## src/rtl/wic_table.sv

```systemverilog
module wic_table #(
  parameter int ENTRIES     = 4,
  parameter int TAG_W       = 16,
  parameter int PERIOD_LOG2 = 4
) (
  input  logic             clk,
  input  logic             rst_n,
  input  logic             wr_valid,
  input  logic [TAG_W-1:0] wr_tag,
  output logic             wr_ready,
  output logic             res_valid,
  output logic             res_active,
  output logic             period_tick,
  output logic             reenc_valid,
  output logic [TAG_W-1:0] reenc_tag,
  input  logic             reenc_ack
);
  localparam int IDX_W = (ENTRIES > 1) ? $clog2(ENTRIES) : 1;
  localparam logic [IDX_W-1:0] LAST = IDX_W'(ENTRIES - 1);

  logic [TAG_W-1:0]       tag_q [ENTRIES];
  logic [ENTRIES-1:0]     vld_q, prv_q, cur_q, act_q;
  logic [ENTRIES-1:0]     prv_a, cur_a, hit;
  logic [PERIOD_LOG2-1:0] cnt_q;
  logic [IDX_W-1:0]       rr_q, hit_idx, free_idx, slot;
  logic                   hit_any, free_any, fire, evict, new_act;

  assign period_tick = &cnt_q;
  assign prv_a       = period_tick ? cur_q : prv_q;
  assign cur_a       = period_tick ? '0 : cur_q;
  assign wr_ready    = !reenc_valid;
  assign fire        = wr_valid && wr_ready;

  for (genvar i = 0; i < ENTRIES; i++) begin : g_cmp
    assign hit[i] = vld_q[i] && (tag_q[i] == wr_tag);
  end

  always_comb begin
    hit_any  = 1'b0;
    hit_idx  = '0;
    free_any = 1'b0;
    free_idx = '0;
    for (int i = ENTRIES - 1; i >= 0; i--) begin
      if (hit[i]) begin
        hit_any = 1'b1;
        hit_idx = IDX_W'(i);
      end
      if (!vld_q[i]) begin
        free_any = 1'b1;
        free_idx = IDX_W'(i);
      end
    end
  end

  assign slot  = hit_any ? hit_idx : (free_any ? free_idx : rr_q);
  assign evict = fire && !hit_any && !free_any;

  always_comb begin
    new_act = 1'b0;
    if (hit_any) begin
      if (cur_a[hit_idx] && !act_q[hit_idx])
        new_act = 1'b1;
      else if (act_q[hit_idx] && !prv_a[hit_idx])
        new_act = 1'b0;
      else
        new_act = act_q[hit_idx];
    end
  end

  always_ff @(posedge clk) begin
    if (!rst_n) begin
      cnt_q <= '0;
      vld_q <= '0;
      prv_q <= '0;
      cur_q <= '0;
      act_q <= '0;
      rr_q  <= '0;
      for (int i = 0; i < ENTRIES; i++) tag_q[i] <= '0;
    end else begin
      cnt_q <= cnt_q + 1'b1;
      prv_q <= prv_a;
      cur_q <= cur_a;
      if (fire) begin
        vld_q[slot] <= 1'b1;
        tag_q[slot] <= wr_tag;
        cur_q[slot] <= 1'b1;
        act_q[slot] <= new_act;
        if (!hit_any) prv_q[slot] <= 1'b0;
      end
      if (evict) rr_q <= (rr_q == LAST) ? '0 : rr_q + 1'b1;
    end
  end

  always_ff @(posedge clk) begin
    if (!rst_n) begin
      res_valid   <= 1'b0;
      res_active  <= 1'b0;
      reenc_valid <= 1'b0;
      reenc_tag   <= '0;
    end else begin
      res_valid  <= fire;
      res_active <= fire ? new_act : 1'b0;
      if (evict && act_q[rr_q]) begin
        reenc_valid <= 1'b1;
        reenc_tag   <= tag_q[rr_q];
      end else if (reenc_ack) begin
        reenc_valid <= 1'b0;
      end
    end
  end

  AST_STALL_ON_REQ: assert property (@(posedge clk) disable iff (!rst_n)
    reenc_valid |-> !wr_ready) else $error("stall");
  AST_REQ_HELD: assert property (@(posedge clk) disable iff (!rst_n)
    (reenc_valid && !reenc_ack) |=> (reenc_valid && $stable(reenc_tag))) else $error("held");
  AST_RESULT_FOLLOWS: assert property (@(posedge clk) disable iff (!rst_n)
    (wr_valid && wr_ready) |=> res_valid) else $error("result");
  AST_TICK_PULSE: assert property (@(posedge clk) disable iff (!rst_n)
    period_tick |=> !period_tick) else $error("tick");
  AST_ONE_HIT: assert property (@(posedge clk) disable iff (!rst_n)
    $onehot0(hit)) else $error("dup");
endmodule

```

## config.mk

```make
export PLATFORM = sky130hd
export DESIGN_NAME = wic_table
export DESIGN_NICKNAME = d
export VERILOG_FILES = /design/src/rtl/wic_table.sv
export SDC_FILE = /design/constraint.sdc
export NUM_CORES = 1
export LEC_CHECK = 0
export BUFFER_PORTS_ARGS = -buffer_cell sky130_fd_sc_hd__buf_2
export CORE_ASPECT_RATIO = 1.5
export CORE_MARGIN = 4
export CORE_UTILIZATION = 30
export CTS_CLUSTER_DIAMETER = 120
export DETAILED_ROUTE_END_ITERATION = 8
export PLACE_DENSITY = 0.51
export SLEW_MARGIN = 25
export SYNTH_ARGS = -nofsm -noshare
export SYNTH_HDL_FRONTEND = slang
export SYNTH_SLANG_ARGS = --single-unit
```

## constraint.sdc

```tcl
create_clock -name clk -period 4.9 [get_ports clk]
set_input_delay 0.98 -clock clk [delete_from_list [all_inputs] [get_ports clk]]
set_output_delay 0.98 -clock clk [all_outputs]
set_load 0.01 [all_outputs]
```

Word-level counts from Yosys, hierarchy flattened
Memories as Yosys holds them, arrays and structs flattened. A register that Yosys moved wholly into a read port is not among the register bits.
Cells that the tools add are included.
Operators by class
  bitwise operators: 4
  muxes and demuxes: 47
  add/sub/neg operators: 2
  order comparisons: 4
  equality and inequality tests: 5
  reductions and logical operators: 21
Operator list (count)
  16-bit equality test: 4
  2-bit 2-to-1 mux: 12
  1-bit 2-to-1 mux: 23
  4-bit 2-to-1 mux: 5
  16-bit 2-to-1 mux: 1
  16-bit OR reduction: 1
  1-bit logical AND: 11
  2-bit by 3-bit less-than comparator with 1-bit output, second input constant: 3
  1-bit binary-select mux with 2-bit select: 4
  4-bit bitwise OR: 2
  1-bit logical NOT: 6
  4-bit by 1-bit adder with 4-bit output, second input constant: 1
  4-bit bitwise AND: 1
  4-bit bitwise mux: 1
  4-bit inverter: 1
  4-bit AND reduction: 1
  2-bit by 1-bit adder with 2-bit output, second input constant: 1
  1-bit demux with 2-bit select: 1
  2-bit equality test, second input constant: 1
  2-bit by 1-bit greater-or-equal comparator with 1-bit output, second input constant: 1
  2-bit AND reduction: 1
  2-bit nonzero test: 1
Storage, ports and cells
  input port bits: 20
  register bits after elaboration: 25
  memories: 1
  logic and storage cells: 93
  memory bits (writable): 64
Memory list
  tag_q: words 4, bits a word 16, rd ports 5, clocked after Yosys merged registers in 1, wr ports 4, RTL line 21  | logic [TAG_W-1:0] tag_q [ENTRIES];

Logic depth before layout (Yosys ltp)
Gate-level depths: netlist (run 1).
  depth after elaboration: 15
  mapped depth: 10
  mapped depth without buffers: 8

Worst setup path before layout (run 1)
No wires, ideal clock.
  path kind: input to register
  start point: in wr_tag[2]
  end point: mem tag_q[2][0] (enable)
  path slack: 800 ps
  data required time: 4489 ps
  buffers on the path: 2
  data arrival time: 3688 ps
  cell stages on the path: 8
  cells stage by stage: clkbuf_1 -> xnor2_1 -> nand4_1 -> nor4_1 -> and2_1 -> o21ai_0 -> clkbuf_1 -> o21ai_0
RTL lines
  from (decl): RTL line 9  | input logic [TAG_W-1:0] wr_tag,
  to (decl): RTL line 21

==> flow_summary.toml, run 1 <==
[yosys]
yosys.area.top_type = "edfxtp_1"
ys_seq_area_share_pct = 52.0
synth_top_area_share_pct = 36.5
synth-seq-cells = 105
ys_async_sr_fraction_pct = 0
yosys-top-cells-area = "edfxtp_1 (36%), dfxtp_1 (16%), mux4_2 (6.8%), xor2_1 (5.8%), xnor2_1 (5.2%)"
synth_edf_count = 64
syn_nets = 521
ys_types = 52
synth_area_um2 = 5270
syn_avg_cell_area_um2 = 10.6
syn_inst = 499
yosysWarnings = 0
ys.flop_type = "edfxtp_1"

[placement]
placed_cell_area_um2 = 5640
gp_congestion = 0.915
dp_hpwl_um = 10400
port_buffers = 40
place_ws_ns = 0.894

[final_layout]
num-fill-cells = 1790
final_area_um2 = 5940
fin_nets = 543
syn_to_final_growth_pct = 12.7
post-route-util_pct = 34.4
layout.cells.most_common_list = "nor2_1 (64), edfxtp_1 (64), dfxtp_1 (41)"
multi_input_area_um2 = 2280
antennaDiodeCount = 0
ff_latch_area_um2 = 2740
drive_above_1_share_pct = 16.9

[sta]
min_period_ns = 3.64
period_share_pct = 74.2
finalHoldViolations = 0
worst_pin_slew_ns = 0.956
worst_slack_ns = 1.26
finalSetupTns_ns = 0
skew_ns = 0.00979
rsz0062_at_grt = "false"
setup_viol = 0
fmax_mhz = 275
slew_violations = 0
relSlewSlack_pct = 35.8

[setup_path]
critical_path_required_ns = 4.78
rrSetupSlack_ns = 1.64
critPathArrivalTime_ns = 3.52
rr_worst_depth = 7
worst-path-max-fanout = 16
critical_path_class = "input pin to flip-flop"
critPathLaunchType = "input pin"
timing.rr.start = "tag_q[3][7]$_DFFE_PP_"
crit_path_end_kind = "flip-flop"
r2r_end = "tag_q[0][12]$_SDFFCE_PN0P_"

[min_path]
min_to = "cnt_q[0]$_SDFF_PN0_"
worstHoldPathType = "flip-flop to flip-flop"
min_from = "cnt_q[0]$_SDFF_PN0_"
hold_path_depth = 1

[clock_network]
clock_path_buffers = 2
cts_made_buffers = 9
cts_root_buf = "clkbuf_16"
hold_buffers = 0
cts_setup_buffers = 0
cts.repair.resized = 0
cts_tree = "built"
clock-sinks = 105
cts.clk_slew.worst_paths_ns = 0.07
h-tree-depth = 3
clock_latency_ns = 0.35

[power]
switching_power_mw = 0.480
switching_share_pct = 24.9
comb_power_share_pct = 10.0
max-vdd-ir-drop_uv = 168
seqPwrFrac_pct = 52.3
clockPowerShare_pct = 37.6
p_leak_nw = 2.25
p_per_area_nw_per_um2 = 325
p_int_mw = 1.45

[global_route]
grt_pass1_vias = 3853
track_usage_pct = 14.6
grt_first_pass_wirelength_um = 21800
antenna_found_initial = 0
grt_max_degree = 31
grt-ovfl-total = 0

[die]
dieArea_um2 = 19800
std_cell_rows = 59
core-area_um2 = 17300
initial_utilization_pct = 30.5
io-pin-count = 41
dieHeight_um = 170
die_w_um = 116

[run_status]
status = "finished clean"

[route]
first_pass_iters = 4
drt_iter0_drc = 206
avgRoutedWirePerCell_um = 19.1
vias = 3744
routed_wl_um = 14100
remaining_drc_errors = 0
viasPerCell = 5.07
ant_nets = 0

[flow_run]
maxCapViolCount = 0
[logic make-up (layout without fill, tap and decap cells)]
logic type	after synthesis	in the layout	share of synthesized area, %
adder cells (fa/ha/maj)	2	2	0.475
AO/OA/AOI/OAI	76	76	8.64
multiplexers	25	25	8.59
buffers and inverters	62	89	4.82
flip-flops	105	105	52.0
AND/OR/NAND/NOR	163	163	14.5
XOR/XNOR	66	66	11.0
[power groups by stage]
| stage | clock network (mW) | registers, mW | logic [mW] |
|---|---|---|---|
| global route | 0.778 | 1.01 | 0.210 |
| finish | 0.726 | 1.01 | 0.194 |
| floorplan | 0 | 1.02 | 0.134 |
| CTS | 0.740 | 1.01 | 0.197 |
| detailed placement | 0 | 1.03 | 0.196 |
| global placement | 0 | 1.03 | 0.195 |
[synth_stat cells, types with 2 or more instances]
library cell  number
o31ai_1            3
clkbuf_1          25
nand4_1            8
nand3_1           22
a21oi_1           28
o21ai_0           22
mux2i_1            7
o21bai_1           2
xnor2_1           31
o21a_1             5
nor4_1             8
nor2b_1            2
or2_2              2
and2_1             6
mux2_2             2
xor2_1            35
inv_1             24
o211ai_1           2
buf_1              6
mux4_2            16
nand4b_1           2
edfxtp_1          64
nand2_1           36
ha_1               2
buf_2              2
nor3_1             2
dfxtp_1           41
a31oi_1            2
nor2_1            64
buf_4              3
nand2b_1           3
a211oi_1           2
[flip-flops by register name (all words and copies together), names as in the netlist]
name / count
vld_q: 4
cur_q: 4
act_q: 4
res_active: 1
prv_q: 4
tag_q: 64
rr_q: 2
res_valid: 1
cnt_q: 4
reenc_valid: 1
reenc_tag: 16
[critical path, stage by stage]
cell	delay [ns]
buf_2	0.14
xor2_1	0.19
or4_1	0.54
nor4_2	0.41
a32oi_1	0.28
a31oi_2	0.25
nand2b_1	0.18
nand2_1	0.54
[how the worst max path moves through the flow]
stage / start / end / cells past startpoint
2_1_floorplan: wr_tag[2] / tag_q[2][0]$_SDFFCE_PN0P_ / 8
3_3_place_gp: wr_tag[7] / tag_q[0][7]$_SDFFCE_PN0P_ / 8
3_5_place_dp: wr_tag[7] / tag_q[0][4]$_SDFFCE_PN0P_ / 8
4_1_cts: wr_tag[7] / tag_q[0][12]$_SDFFCE_PN0P_ / 8
5_1_grt: wr_tag[3] / tag_q[0][12]$_SDFFCE_PN0P_ / 8
6_report: wr_tag[3] / tag_q[0][12]$_SDFFCE_PN0P_ / 8
[stage by stage]
step / total power, mW / std cells / hold slack (ns)
floorplan: 1.15 / 499 / 0.418
global placement: 1.22 / 723 / 0.430
detailed placement: 1.23 / 723 / 0.435
CTS: 1.95 / 739 / 0.451
global route: 2.00 / 739 / 0.476
finish: 1.93 / 739 / 0.446
[routing by layer]
layer	vias up	GRT usage, %	routed length (µm)
met4	0	5.70	365
li1	1791	-	-
met1	1864	15.8	5470
met3	17	2.24	397
met2	72	27.8	7890
met5	-	0	0
[final cells by class]
| cell class | count | share of cell area, % |
|---|---|---|
| Sequential cell | 105 | 46.1 |
| Clock inverter | 6 | 1.12 |
| Clock buffer | 10 | 3.85 |
| Inverter | 25 | 1.58 |
| Timing Repair Buffer | 48 | 4.38 |
| Multi-Input combinational cell | 332 | 38.4 |
| Tap cell | 213 | 4.48 |
(Power assumes the default switching activity.)
==> inputs of run 2 (changes only) <==
--- a/config.mk
+++ b/config.mk
@@ -5,13 +5,14 @@
 export SDC_FILE = /design/constraint.sdc
 export NUM_CORES = 1
 export LEC_CHECK = 0
+export ABC_AREA = 1
 export BUFFER_PORTS_ARGS = -buffer_cell sky130_fd_sc_hd__buf_2
 export CORE_ASPECT_RATIO = 1.5
 export CORE_MARGIN = 4
 export CORE_UTILIZATION = 30
 export CTS_CLUSTER_DIAMETER = 120
 export DETAILED_ROUTE_END_ITERATION = 8
-export PLACE_DENSITY = 0.51
+export PLACE_DENSITY = 0.52
 export SLEW_MARGIN = 25
 export SYNTH_ARGS = -nofsm -noshare
 export SYNTH_HDL_FRONTEND = slang
==> constraint.sdc (replaced) <==
create_clock -name clk -period 3.2 [get_ports clk]
set_input_delay 0.64 -clock clk [delete_from_list [all_inputs] [get_ports clk]]
set_output_delay 0.64 -clock clk [all_outputs]
set_load 0.01 [all_outputs]
==> flow_summary.toml, run 2 <==
[power]
max-vdd-ir-drop_uv = 225
p_leak_nw = 3.48
p_per_area_nw_per_um2 = 455

[yosys]
synth_top_family_by_area = "simple AND/OR/NAND/NOR gates"
yosys.area_share.simple_pct = 34.9
syn_nets = 938
yosys-top-cells-area = "edfxtp_1 (31%), nand2_1 (17%), dfxtp_1 (13%), nor2_1 (11%), inv_1 (8.1%)"
yosysMostFrequentCell = "nand2_1"
syn_inst = 916
muxShareOfSynthArea_pct = 0.642
synth_area_um2 = 6230
ys_async_sr_fraction_pct = 0
synth-seq-cells = 105
synth_compound_area_share_pct = 8.09
ys_seq_area_share_pct = 44.0
ys_types = 37
yosysWarnings = 0
synth_xor_area_share_pct = 1.55
synth_edf_count = 64
yosys.area.top_type = "edfxtp_1"
ys_top_cells_by_count = "nand2_1 (283), nor2_1 (181), inv_1 (134)"
synth_top_area_share_pct = 30.8
ys.flop_type = "edfxtp_1"
syn_avg_cell_area_um2 = 6.81
synth-adder-area-share_pct = 0.401

[final_layout]
layout_commonest_cell = "nand2_1"
layout.cells.non_filler = 1234
top_regs = "tag_q x64, reenc_tag x16"
fin_nets = 987
num-fill-cells = 2236
syn_to_final_growth_pct = 15.1
regMostFlops = "tag_q"
layout.cells.most_common_list = "nand2_1 (283), nor2_1 (181), inv_1 (134)"
drive_above_1_share_pct = 10.3
largest_register_ffs = 64
multi_input_area_um2 = 2840
antennaDiodeCount = 0
ff_latch_area_um2 = 2740

[route]
ant_nets = 0
routed_wl_um = 21900
vias = 5822
avgRoutedWirePerCell_um = 17.7
drt_iter0_drc = 455
first_pass_iters = 5
viasPerCell = 4.72
remaining_drc_errors = 0

[sta]
setup_viol = 0
finalHoldViolations = 0
worst_slack_ns = 0.519
worst_pin_slew_ns = 0.861
fmax_mhz = 373
skew_ns = 0.00844
slew_violations = 0
rsz0062_at_grt = "false"
min_period_ns = 2.68
period_share_pct = 83.8
finalSetupTns_ns = 0
relSlewSlack_pct = 42.5

[global_route]
grt-ovfl-total = 0
track_usage_pct = 18.8
grt_first_pass_wirelength_um = 32600
grt_max_degree = 46
grt_pass1_vias = 5725
antenna_found_initial = 0

[setup_path]
path_common_cell = "nand2_1"
critical_path_depth = 14
critical-path-slowest-cell = "buf_4"
crit_buf_inv = 4
critPathArrivalTime_ns = 2.71
critical_path_class = "input pin to flip-flop"
cp_top_family = "simple AND/OR/NAND/NOR gates"
critPathLaunchType = "input pin"
rr_worst_depth = 13
cpPeakStageDelay_ns = 0.31
critical_path_required_ns = 3.23
cp_cell_sequence = "buf_2 -> inv_2 -> nand2_1 -> nand2_1 -> inv_1 -> nand2_1 -> nor3_1 -> nand3_1 -> nand3_1 -> nand2_2 -> nor2_1 -> nand3_1 -> nand2_1 -> buf_4"
crit_path_end_kind = "flip-flop"
worst-path-max-fanout = 16

[clock_network]
cts_setup_buffers = 0
clock-sinks = 105
cts_made_buffers = 9
cts.repair.resized = 0
cts_tree = "built"
clock_latency_ns = 0.36
h-tree-depth = 3
hold_buffers = 0
clock_path_buffers = 2
cts.clk_slew.worst_paths_ns = 0.07
cts_root_buf = "clkbuf_16"

[run_status]
status = "finished clean"

[placement]
gp_congestion = 1.01
place_ws_ns = 0.197
port_buffers = 40
dp_hpwl_um = 17300
place_inst = 1218

[die]
die_w_um = 126
core-area_um2 = 20400
dieHeight_um = 185
initial_utilization_pct = 30.5
std_cell_rows = 64
io-pin-count = 41
dieArea_um2 = 23200

[flow_run]
maxCapViolCount = 0

[min_path]
worstHoldPathType = "flip-flop to flip-flop"
hold_path_depth = 1
## run 2: changes by cell type after synthesis, sizes merged, moves of 4 or more
cell,delta
and2,-6
xnor2,-20
nor4,-9
xor2,-35
o21a,-4
nand3b,+5
nand3,+11
clkbuf,-12
inv,+116
nand2,+255
mux4,-16
o21ai,+14
nor2,+120
a21oi,+25
## run 2: cell families after synthesis
logic type	Yosys count
XOR/XNOR	11
AND/OR/NAND/NOR	532
buffers and inverters	165
multiplexers	4
flip-flops	105
adder cells (fa/ha/maj)	2
AO/OA/AOI/OAI	97
## run 2: path summary, 6_finish.rpt
path / slack, ns / end / start
max: 0.52 / tag_q[2][6]$_SDFFCE_PN0P_ / wr_tag[6]
min: 0.46 / cnt_q[0]$_SDFF_PN0_ / cnt_q[0]$_SDFF_PN0_
max reg2reg: 0.59 / tag_q[2][6]$_SDFFCE_PN0P_ / tag_q[3][7]$_DFFE_PP_
min reg2reg: 0.46 / cnt_q[0]$_SDFF_PN0_ / cnt_q[0]$_SDFF_PN0_
## run 2: metal layers
metal / share of wire, % / GRT usage [%] / vias up / wire [µm]
met5: 0 / 0 / - / 0
met4: 5.6 / 11.0 / 0 / 1220
met3: 2.9 / 1.68 / 44 / 641
met2: 55 / 37.2 / 135 / 12000
met1: 37 / 19.0 / 2704 / 8040
li1: - / - / 2939 / -
## run 2: final cells by class
cell class,instances,share of cell area [%]
timing repair buffer,62,5.44
clock inverter,3,0.698
tap,264,4.60
multi-input combinational,646,39.6
sequential,105,38.2
clock buffer,13,4.08
inverter,141,7.38
## run 2: power breakdown
part           switching (mW)  total, mW  internal (mW)  leakage [nW]
logic                   0.321      0.456          0.136          2.31
clock network           0.525       1.26          0.733         0.169
registers              0.0508       1.55           1.50          1.00
## run 2: through the flow
step | hold WS, ns | utilization [%] | instance area [µm²] | power, mW
global placement | 0.436 | 33.5 | 6830 | 2.04
CTS | 0.462 | 35.1 | 7170 | 3.29
detailed placement | 0.444 | 33.5 | 6830 | 2.04
global route | 0.475 | 35.1 | 7170 | 3.38
finish | 0.456 | 35.1 | 7170 | 3.27
floorplan | 0.418 | - | 6230 | 1.83
